<file path="src/rtl/fxmac_pkg.sv">
`timescale 1ns/1ps
package fxmac_pkg;

    localparam int MAC_DW = 24;
    localparam int MAC_GW = 8;

    typedef enum logic [1:0] {
        OP_HOLD = 2'b00,
        OP_LOAD = 2'b01,
        OP_ADD  = 2'b10,
        OP_SUB  = 2'b11
    } mac_op_e;

    typedef enum logic [1:0] {
        RND_TRUNC = 2'b00,
        RND_NEAR  = 2'b01,
        RND_CONV  = 2'b10,
        RND_TRUNC2 = 2'b11
    } rnd_mode_e;

    typedef struct packed {
        mac_op_e   op;
        logic      store;
        rnd_mode_e rmode;
        logic      pshift;
    } mac_cmd_t;

    // Increment applied to the floored field, given the half bit, any lower bits and the kept LSB
    function automatic logic round_inc(input rnd_mode_e m, input logic half,
                                       input logic below, input logic lsb);
        logic r;
        case (m)
            RND_NEAR: r = half;
            RND_CONV: r = half & (below | lsb);
            default:  r = 1'b0;
        endcase
        return r;
    endfunction

endpackage

</file>
<file path="src/rtl/fxmac_mul.sv">
`timescale 1ns/1ps
module fxmac_mul #(
    parameter int DW = 24,
    parameter int GW = 8,
    parameter int PRE_SHIFT = 1,
    localparam int PW = 2 * DW,
    localparam int AW = PW + GW
) (
    input  logic signed [DW-1:0] a,
    input  logic signed [DW-1:0] b,
    input  logic                 pshift,
    output logic signed [AW-1:0] prod_ext
);
    logic signed [PW-1:0] prod;
    logic signed [AW-1:0] prod_wide;

    always_comb begin
        prod      = a * b;
        prod_wide = {{GW{prod[PW-1]}}, prod};
    end

    generate
        if (PRE_SHIFT > 0) begin : g_shift
            always_comb prod_ext = pshift ? (prod_wide >>> PRE_SHIFT) : prod_wide;
        end else begin : g_noshift
            logic unused_ps;
            always_comb begin
                unused_ps = pshift;
                prod_ext  = prod_wide;
            end
        end
    endgenerate

endmodule

</file>
<file path="src/rtl/fxmac_acc.sv">
`timescale 1ns/1ps
module fxmac_acc
    import fxmac_pkg::*;
#(
    parameter int DW = 24,
    parameter int GW = 8,
    localparam int PW = 2 * DW,
    localparam int AW = PW + GW
) (
    input  logic                 clk,
    input  logic                 rst,
    input  mac_op_e              op,
    input  logic                 store,
    input  logic signed [AW-1:0] prod_ext,
    output logic signed [AW-1:0] acc,
    output logic                 ovf
);
    logic signed [AW-1:0] acc_n;
    logic [GW:0]          top_bits;
    logic                 guard_bad;

    always_comb begin
        top_bits  = acc[AW-1:PW-1];
        guard_bad = ~((&top_bits) | ~(|top_bits));
    end

    always_comb begin
        case (op)
            OP_LOAD: acc_n = prod_ext;
            OP_ADD:  acc_n = acc + prod_ext;
            OP_SUB:  acc_n = acc - prod_ext;
            default: acc_n = acc;
        endcase
    end

    always_ff @(posedge clk) begin
        if (rst) begin
            acc <= '0;
            ovf <= 1'b0;
        end else begin
            acc <= acc_n;
            if (store && guard_bad)
                ovf <= 1'b1;
            else if (op == OP_LOAD)
                ovf <= 1'b0;
        end
    end

    AST_HOLD_KEEPS: assert property (@(posedge clk) disable iff (rst)
        (op == OP_HOLD) |=> $stable(acc));

    AST_OVF_STICKY: assert property (@(posedge clk) disable iff (rst)
        (ovf && op != OP_LOAD) |=> ovf);

    AST_LOAD_RELEASES: assert property (@(posedge clk) disable iff (rst)
        (op == OP_LOAD && !store) |=> !ovf);

endmodule

</file>
<file path="src/rtl/fxmac_store.sv">
`timescale 1ns/1ps
module fxmac_store
    import fxmac_pkg::*;
#(
    parameter int DW = 24,
    parameter int GW = 8,
    localparam int PW = 2 * DW,
    localparam int AW = PW + GW,
    localparam int FB = DW - 1,
    localparam int RW = AW - FB + 1
) (
    input  logic                 clk,
    input  logic                 rst,
    input  logic                 store,
    input  rnd_mode_e            rmode,
    input  logic signed [AW-1:0] acc,
    output logic        [DW-1:0] q,
    output logic                 q_valid,
    output logic                 q_sat
);
    localparam logic signed [RW-1:0] MAXV = {{(RW-DW+1){1'b0}}, {(DW-1){1'b1}}};
    localparam logic signed [RW-1:0] MINV = {{(RW-DW+1){1'b1}}, {(DW-1){1'b0}}};
    localparam logic [DW-1:0] QMAX = {1'b0, {(DW-1){1'b1}}};
    localparam logic [DW-1:0] QMIN = {1'b1, {(DW-1){1'b0}}};

    logic signed [RW-1:0] floor_v;
    logic signed [RW-1:0] rounded;
    logic                 inc;
    logic                 hi_clip;
    logic                 lo_clip;
    logic [DW-1:0]        q_n;

    always_comb begin
        floor_v = {acc[AW-1], acc[AW-1:FB]};
        inc     = round_inc(rmode, acc[FB-1], |acc[FB-2:0], acc[FB]);
        rounded = floor_v + {{(RW-1){1'b0}}, inc};
        hi_clip = rounded > MAXV;
        lo_clip = rounded < MINV;
        if (hi_clip)      q_n = QMAX;
        else if (lo_clip) q_n = QMIN;
        else              q_n = rounded[DW-1:0];
    end

    always_ff @(posedge clk) begin
        if (rst) begin
            q       <= '0;
            q_valid <= 1'b0;
            q_sat   <= 1'b0;
        end else begin
            q_valid <= store;
            if (store) begin
                q     <= q_n;
                q_sat <= hi_clip | lo_clip;
            end
        end
    end

    AST_VALID_FOLLOWS: assert property (@(posedge clk) disable iff (rst)
        store |=> q_valid);

    AST_VALID_IDLE: assert property (@(posedge clk) disable iff (rst)
        !store |=> !q_valid);

    AST_SAT_EXTREME: assert property (@(posedge clk) disable iff (rst)
        (q_valid && q_sat) |-> (q == QMAX || q == QMIN));

    AST_TRUNC_NO_INC: assert property (@(posedge clk) disable iff (rst)
        (store && (rmode == RND_TRUNC || rmode == RND_TRUNC2)) |-> !inc);

endmodule

</file>
<file path="src/rtl/fxmac_round.sv">
`timescale 1ns/1ps
module fxmac_round
    import fxmac_pkg::*;
#(
    parameter int DW = MAC_DW,
    parameter int GW = MAC_GW,
    parameter int PRE_SHIFT = 1,
    localparam int AW = 2 * DW + GW
) (
    input  logic          clk,
    input  logic          rst,
    input  logic [1:0]    op,
    input  logic [DW-1:0] a,
    input  logic [DW-1:0] b,
    input  logic          store,
    input  logic [1:0]    rmode,
    input  logic          pshift,
    output logic [DW-1:0] q,
    output logic          q_valid,
    output logic          q_sat,
    output logic          ovf
);
    mac_cmd_t             cmd;
    logic signed [AW-1:0] prod_ext;
    logic signed [AW-1:0] acc;

    always_comb begin
        cmd.op     = mac_op_e'(op);
        cmd.store  = store;
        cmd.rmode  = rnd_mode_e'(rmode);
        cmd.pshift = pshift;
    end

    fxmac_mul #(.DW(DW), .GW(GW), .PRE_SHIFT(PRE_SHIFT)) u_mul (
        .a        (signed'(a)),
        .b        (signed'(b)),
        .pshift   (cmd.pshift),
        .prod_ext (prod_ext)
    );

    fxmac_acc #(.DW(DW), .GW(GW)) u_acc (
        .clk      (clk),
        .rst      (rst),
        .op       (cmd.op),
        .store    (cmd.store),
        .prod_ext (prod_ext),
        .acc      (acc),
        .ovf      (ovf)
    );

    fxmac_store #(.DW(DW), .GW(GW)) u_store (
        .clk     (clk),
        .rst     (rst),
        .store   (cmd.store),
        .rmode   (cmd.rmode),
        .acc     (acc),
        .q       (q),
        .q_valid (q_valid),
        .q_sat   (q_sat)
    );

    AST_RESET_QUIET: assert property (@(posedge clk)
        $past(rst) |-> (!q_valid && !q_sat && !ovf));

endmodule

</file>
<file path="config.mk">
export PLATFORM = sky130hd
export DESIGN_NAME = fxmac_round
export DESIGN_NICKNAME = d
export VERILOG_FILES = /design/src/rtl/fxmac_pkg.sv /design/src/rtl/fxmac_mul.sv /design/src/rtl/fxmac_acc.sv /design/src/rtl/fxmac_store.sv /design/src/rtl/fxmac_round.sv
export SDC_FILE = /design/constraint.sdc
export NUM_CORES = 2
export LEC_CHECK = 0
export ABC_AREA = 1
export BUFFER_PORTS_ARGS = -buffer_cell sky130_fd_sc_hd__buf_2
export CAP_MARGIN = 25
export CORE_AREA = 2 2 256 258
export CTS_BUF_LIST = sky130_fd_sc_hd__clkbuf_8
export DETAILED_ROUTE_END_ITERATION = 10
export DIE_AREA = 0 0 258 260
export PLACE_DENSITY_LB_ADDON = 0.08
export RECOVER_POWER = 50
export SLEW_MARGIN = 20
export SYNTH_ARGS = -nofsm -noshare
export SYNTH_HDL_FRONTEND = slang
export SYNTH_HIERARCHICAL = 1
export SYNTH_SLANG_ARGS = --single-unit
</file>
<file path="constraint.sdc">
create_clock -name clk -period 14.8 [get_ports clk]
set_clock_uncertainty 0.1 [all_clocks]
set_input_delay 2.96 -clock clk [delete_from_list [all_inputs] [get_ports clk]]
set_output_delay 2.96 -clock clk [all_outputs]
set_load 0.005 [all_outputs]
</file>
Word level (Yosys, flattened, before mapping)
Cells that the tools add are included.
{"block": "op_classes", "add_sub_neg": 3, "eq_ne": 5, "bitwise": 6, "magnitude_cmp": 2, "reduce_logical": 6, "n_mul": 1, "muxes": 7}
{"operator": "56-bit one-hot mux with 3 select lines", "count": 1}
{"operator": "56-bit by 48-bit adder with 56-bit output", "count": 1}
{"operator": "56-bit by 48-bit subtractor with 56-bit output", "count": 1}
{"operator": "24-bit by 24-bit multiplier with 48-bit output", "count": 1}
{"operator": "24-bit two-way mux", "count": 2}
{"operator": "47-bit two-way mux", "count": 1}
{"operator": "33-bit by 2-bit adder with 34-bit output", "count": 1}
{"operator": "34-bit by 24-bit greater-than comparator with 1-bit output (second input constant)", "count": 1}
{"operator": "34-bit by 24-bit < comparator with 1-bit output (second input constant)", "count": 1}
{"operator": "22-bit OR reduction", "count": 1}
{"operator": "9-bit AND reduction", "count": 1}
{"operator": "9-bit OR reduction", "count": 1}
{"operator": "2-bit == test (second input constant)", "count": 3}
{"operator": "2-bit by 1-bit == test with 1-bit output (second input constant)", "count": 2}
{"operator": "1-bit OR", "count": 3}
{"operator": "3-bit nonzero test", "count": 1}
{"operator": "1-bit two-way mux", "count": 2}
{"operator": "1-bit inverter", "count": 2}
{"operator": "1-bit one-hot mux with 2 select lines", "count": 1}
{"operator": "2-bit nonzero test", "count": 1}
{"operator": "1-bit AND", "count": 1}
{"operator": "1-bit logical AND", "count": 1}
{"block": "word_totals", "in_bits": 56, "regBits": 83, "word_cells": 35, "out_inout_bits": 27}

Logic depth before layout (Yosys ltp)
{"block": "depth", "ltp_word": 8, "ltp_mapped": 53, "ltp_nobuf": 52}

Cells and area by module
Netlist, hierarchy kept.
{"module": "fxmac_mul", "area_each_um2": 23676.5, "n_inst": 1, "seq_area_each_um2": 0.0, "cells_per_inst": 3185}
{"module": "fxmac_acc", "area_each_um2": 9001.1, "n_inst": 1, "seq_area_each_um2": 1141.1, "cells_per_inst": 1721}
{"module": "fxmac_store", "area_each_um2": 2321.0, "n_inst": 1, "seq_area_each_um2": 520.5, "cells_per_inst": 379}

Least setup slack after synthesis
No wires, ideal clock.
{"block": "synth_timing", "path_kind": "input -> register", "startpoint": "in a[23]", "endpoint": "reg u_acc.acc[55]", "setup_ps": 132, "t_required_ps": 14568, "arrival_time_ps": 11116, "cell_stages": 43, "n_path_buf": 2, "setup_slack_ps": 3452, "path_cell_list": "clkbuf_1 -> nand2_1 -> inv_1 -> fa_1 -> fa_1 -> inv_1 -> fa_1 -> inv_1 -> fa_1 -> fa_1 -> inv_1 -> fa_1 -> inv_1 -> fa_1 -> ha_1 -> nand2_1 -> nor3_1 -> nand2_1 -> [7 not listed] -> nand3_1 -> nor3_1 -> nand4_1 -> xor2_1 -> nand2_1 -> o21ai_0 -> ha_1 -> nand2_1 -> inv_1 -> nand2_1 -> nor3_1 -> nand2_1 -> nor2_1 -> nand2_1 -> nand3_1 -> nand2_1 -> nand3_1 -> a21oi_1"}
{"block": "synth_between", "elab_chain_len": 4, "elab_cells_between_ends": 5, "cone_classes": "add/sub: 2; mul: 1; mux: 2"}
{"item": "start: declaration", "line_no": "fxmac_round.sv:13", "source": "input logic [DW-1:0] a,"}
{"item": "24-bit by 24-bit multiplier with 48-bit output (*)", "line_no": "fxmac_mul.sv:18", "source": "prod = a * b;"}
{"item": "net prod_ext[47]", "line_no": "fxmac_round.sv:24", "source": "logic signed [AW-1:0] prod_ext;"}
{"item": "47-bit two-way mux", "line_no": "fxmac_mul.sv:24", "source": "always_comb prod_ext = pshift ? (prod_wide >>> PRE_SHIFT) : prod_wide;"}
{"item": "56-bit by 48-bit subtractor with 56-bit output / 56-bit by 48-bit adder with 56-bit output (equally long branches)", "line_no": "fxmac_acc.sv:31, fxmac_acc.sv:30"}
{"item": "56-bit one-hot mux with 3 select lines (*)", "line_no": "fxmac_acc.sv:28", "source": "case (op)"}
{"item": "end signal: assignment", "line_no": "fxmac_acc.sv:41", "source": "acc <= acc_n;"}
{"item": "end: declaration", "line_no": "fxmac_acc.sv:15", "source": "output logic signed [AW-1:0] acc,"}
The timed path passes the listed nets; every way through them passes the cells marked *.
A chain may end at the register's enable or synchronous reset.

Worst setup path in the final report
{"block": "layout_timing", "startpoint": "in b[0]", "endpoint": "reg u_acc.acc[46]"}
{"block": "layout_between", "elab_chain_len": 4, "elab_cells_between_ends": 5, "cone_classes": "add/sub: 2; mul: 1; mux: 2"}
{"item": "start: declaration", "line_no": "fxmac_round.sv:14", "source": "input logic [DW-1:0] b,"}
{"item": "24-bit by 24-bit multiplier with 48-bit output (*)", "line_no": "fxmac_mul.sv:18"}
{"item": "47-bit two-way mux (*)", "line_no": "fxmac_mul.sv:24"}
{"item": "net prod_ext[38]", "line_no": "fxmac_round.sv:24"}
{"item": "56-bit by 48-bit subtractor with 56-bit output / 56-bit by 48-bit adder with 56-bit output (equally long branches)", "line_no": "fxmac_acc.sv:31, fxmac_acc.sv:30"}
{"item": "56-bit one-hot mux with 3 select lines (*)", "line_no": "fxmac_acc.sv:28"}
Marks and branches as above.

==> metrics <==
outcome finished with violations; failing checks capacitance limit, slew limit; area fraction of the dominant cell type after synthesis 0.348; fmax 73.6 MHz; Ys Warns 6; clock latency on the worst-skew pair 0.43 ns; Slew HR -0.536; worst hold path depth 2; slowest CP cell fa_1; most used routing layer met2; total CTS buffers 9; Clock transition at path regs 0.11 ns; Mapped Area 0.0350 mm^2; met2 Usage GRT 0.535; critical path class input pin to register; CTS Root Buffer Type clkbuf_8; final setup violation count 0; TritonRoute pass-1 iters 8; Required @ worst endpoint 14.95 ns; GRT Residual Overflow 0; via density per instance 5.25; DRC 0; CP top delay family adder cells; clk buf depth 2; clock sinks 83; Mapped Cells 5,285; initial core utilization 0.546; CP endpoint kind register; Top cell by count, worst path nand2_1; I/O Buffers 82; Seq/Total Area, Yosys 0.0475; vias 32,005; final hold viol count 0; top cells by count, synth 1,645 x nand2_1, 1,360 x inv_1, 608 x fa_1; Synth Flop Type dfxtp_1; post-synth net total 6,143; row cnt 93; Hold Path Origin u_store/q[23]; global-route wire length before repair 180,000 um; worst path buffer plus inverter count 5; CTS hold repair buffers 0; PostCTS Resize Cnt 0; fin crit period 13.59 ns; final wirelength 112,000 um; met3 Usage GRT 0.0904; Synth Area per Inst 6.62 um^2; post-synth top area cell fa_1; nets 6,095; CTS tree done; Final Slew Violations 91; slew of the pin with the lowest slew margin 2.30 ns; RR Endpoint u_store/q[7]; arrival time at the worst endpoint 13.74 ns; register bit count reported by yosys 83; Startpoint Class input pin; met1 usage 0.497; share of cells above drive strength 1 0.0422; core area 0.0641 mm^2; Area growth syn-to-layout 3.09%; Top-Level Pins 83; Post-synth EDFFs 0; height of the chip 260 um; die area 0.0671 mm^2; largest net degree at the start of global routing 56; wire per inst 18.4 um; asr flop ratio synth 0; reg2reg start u_acc/acc[23]; postcts setup bufs 0; Hold Path End u_store/q[23]; RSZ-0062 raised after global routing false; Detail Placement HPWL 94,600 um; Yosys cell types 58; total global-route track usage 0.347; vias in the first global route 31,996; ratio of final minimum period to clock period 0.919; ranking of synthesized cells by area fa_1 35%, nand2_1 18%, inv_1 15%, ha_1 6.9%, dfxtp_1 4.7%; initial antenna violation count 1; Max-Cap Viols 3; Fin Setup TNS 0 ns; R2R Setup Slk 9.97 ns; Die X-Extent 258 um; DR iter-0 viols 2,661; reg2reg path depth 19; Crit Path Max Fanout 24; Worst path max stage delay 0.71 ns; worst hold path type register to register; Final ANT Viol Nets 0; count leader, synth nand2_1; H-tree Lvls 3; routability congestion estimate 1.05
[sequential cells by signal, summed over array words and instances (netlist names)]
| name | flops |
|---|---|
| u_acc/acc | 56 |
| u_acc/ovf | 1 |
| u_store/q | 24 |
| u_store/q_sat | 1 |
| u_store/q_valid | 1 |
[worst max path at each step]
| stage | to | depth (start not counted) | startpoint | slack (ns) |
|---|---|---|---|---|
| finish | u_acc/acc[46] | 39 | b[0] | 1.21 |
| global route | u_acc/acc[46] | 39 | b[0] | 0.72 |
| CTS | u_acc/acc[46] | 39 | b[0] | 1.63 |
| detailed placement | u_acc/acc[46] | 39 | b[0] | 1.23 |
| global placement | u_acc/acc[46] | 39 | b[0] | 1.18 |
| floorplan | u_acc/acc[55] | 43 | a[23] | 3.45 |
[cell families after synthesis]
| group | synth area share |
|---|---|
| DFF | 0.0475 |
| AOI/OAI and AO/OA | 0.0460 |
| adders and majority gates | 0.417 |
| buffers and inverters | 0.166 |
| and+or+nand+nor | 0.301 |
| xor gates and xnor gates | 0.0225 |
[per-stage QoR]
stage          worst slack [ns]  instances  instance area [um^2]   util  hold WS, ns
6_report                   1.21       6098                 36100  0.563        0.372
5_1_grt                   0.721       6098                 36100  0.563        0.396
4_1_cts                    1.63       6097                 36100  0.564        0.373
3_5_place_dp               1.23       6081                 35900  0.560        0.356
3_3_place_gp               1.18       6081                 35900  0.560        0.356
2_1_floorplan              3.45       5285                 35000      -        0.356
[placed cells by master, fill, tap and decap left out, drive strengths merged, types with 40 or more instances in the layout]
cell type,n
ha,194
inv,1371
xor2,70
a21oi,133
o21ai,105
nor2,401
buf,68
fa,608
nand2,1677
dfxtp,83
nand3,275
nand4,40
[per-layer routing]
layer  up-vias  share of wire
li1      15291              -
met1     15414           0.45
met2      1188           0.43
met3       112          0.099
met4         0          0.016
met5         -              0
[worst min-delay path: cells and delay by family, from the launching register on]
kind	cells	cell delay (ns)
compound gates	1	0.05
flops	1	0.33
simple gates	1	0.06
[cell type report]
cell class / count / area, um^2
Clock buffer: 9 / 124
Timing Repair Buffer: 94 / 463
Antenna cell: 1 / 2.50
Fill cell: 6596 / 28000
Clock inverter: 7 / 105
Tap cell: 855 / 1070
Multi-Input combinational cell: 3679 / 27500
Inverter: 1370 / 5150
Sequential cell: 83 / 1660
Power is not shown: default switching activity piles up to over one toggle a cycle in this logic, so the estimate is an artifact.
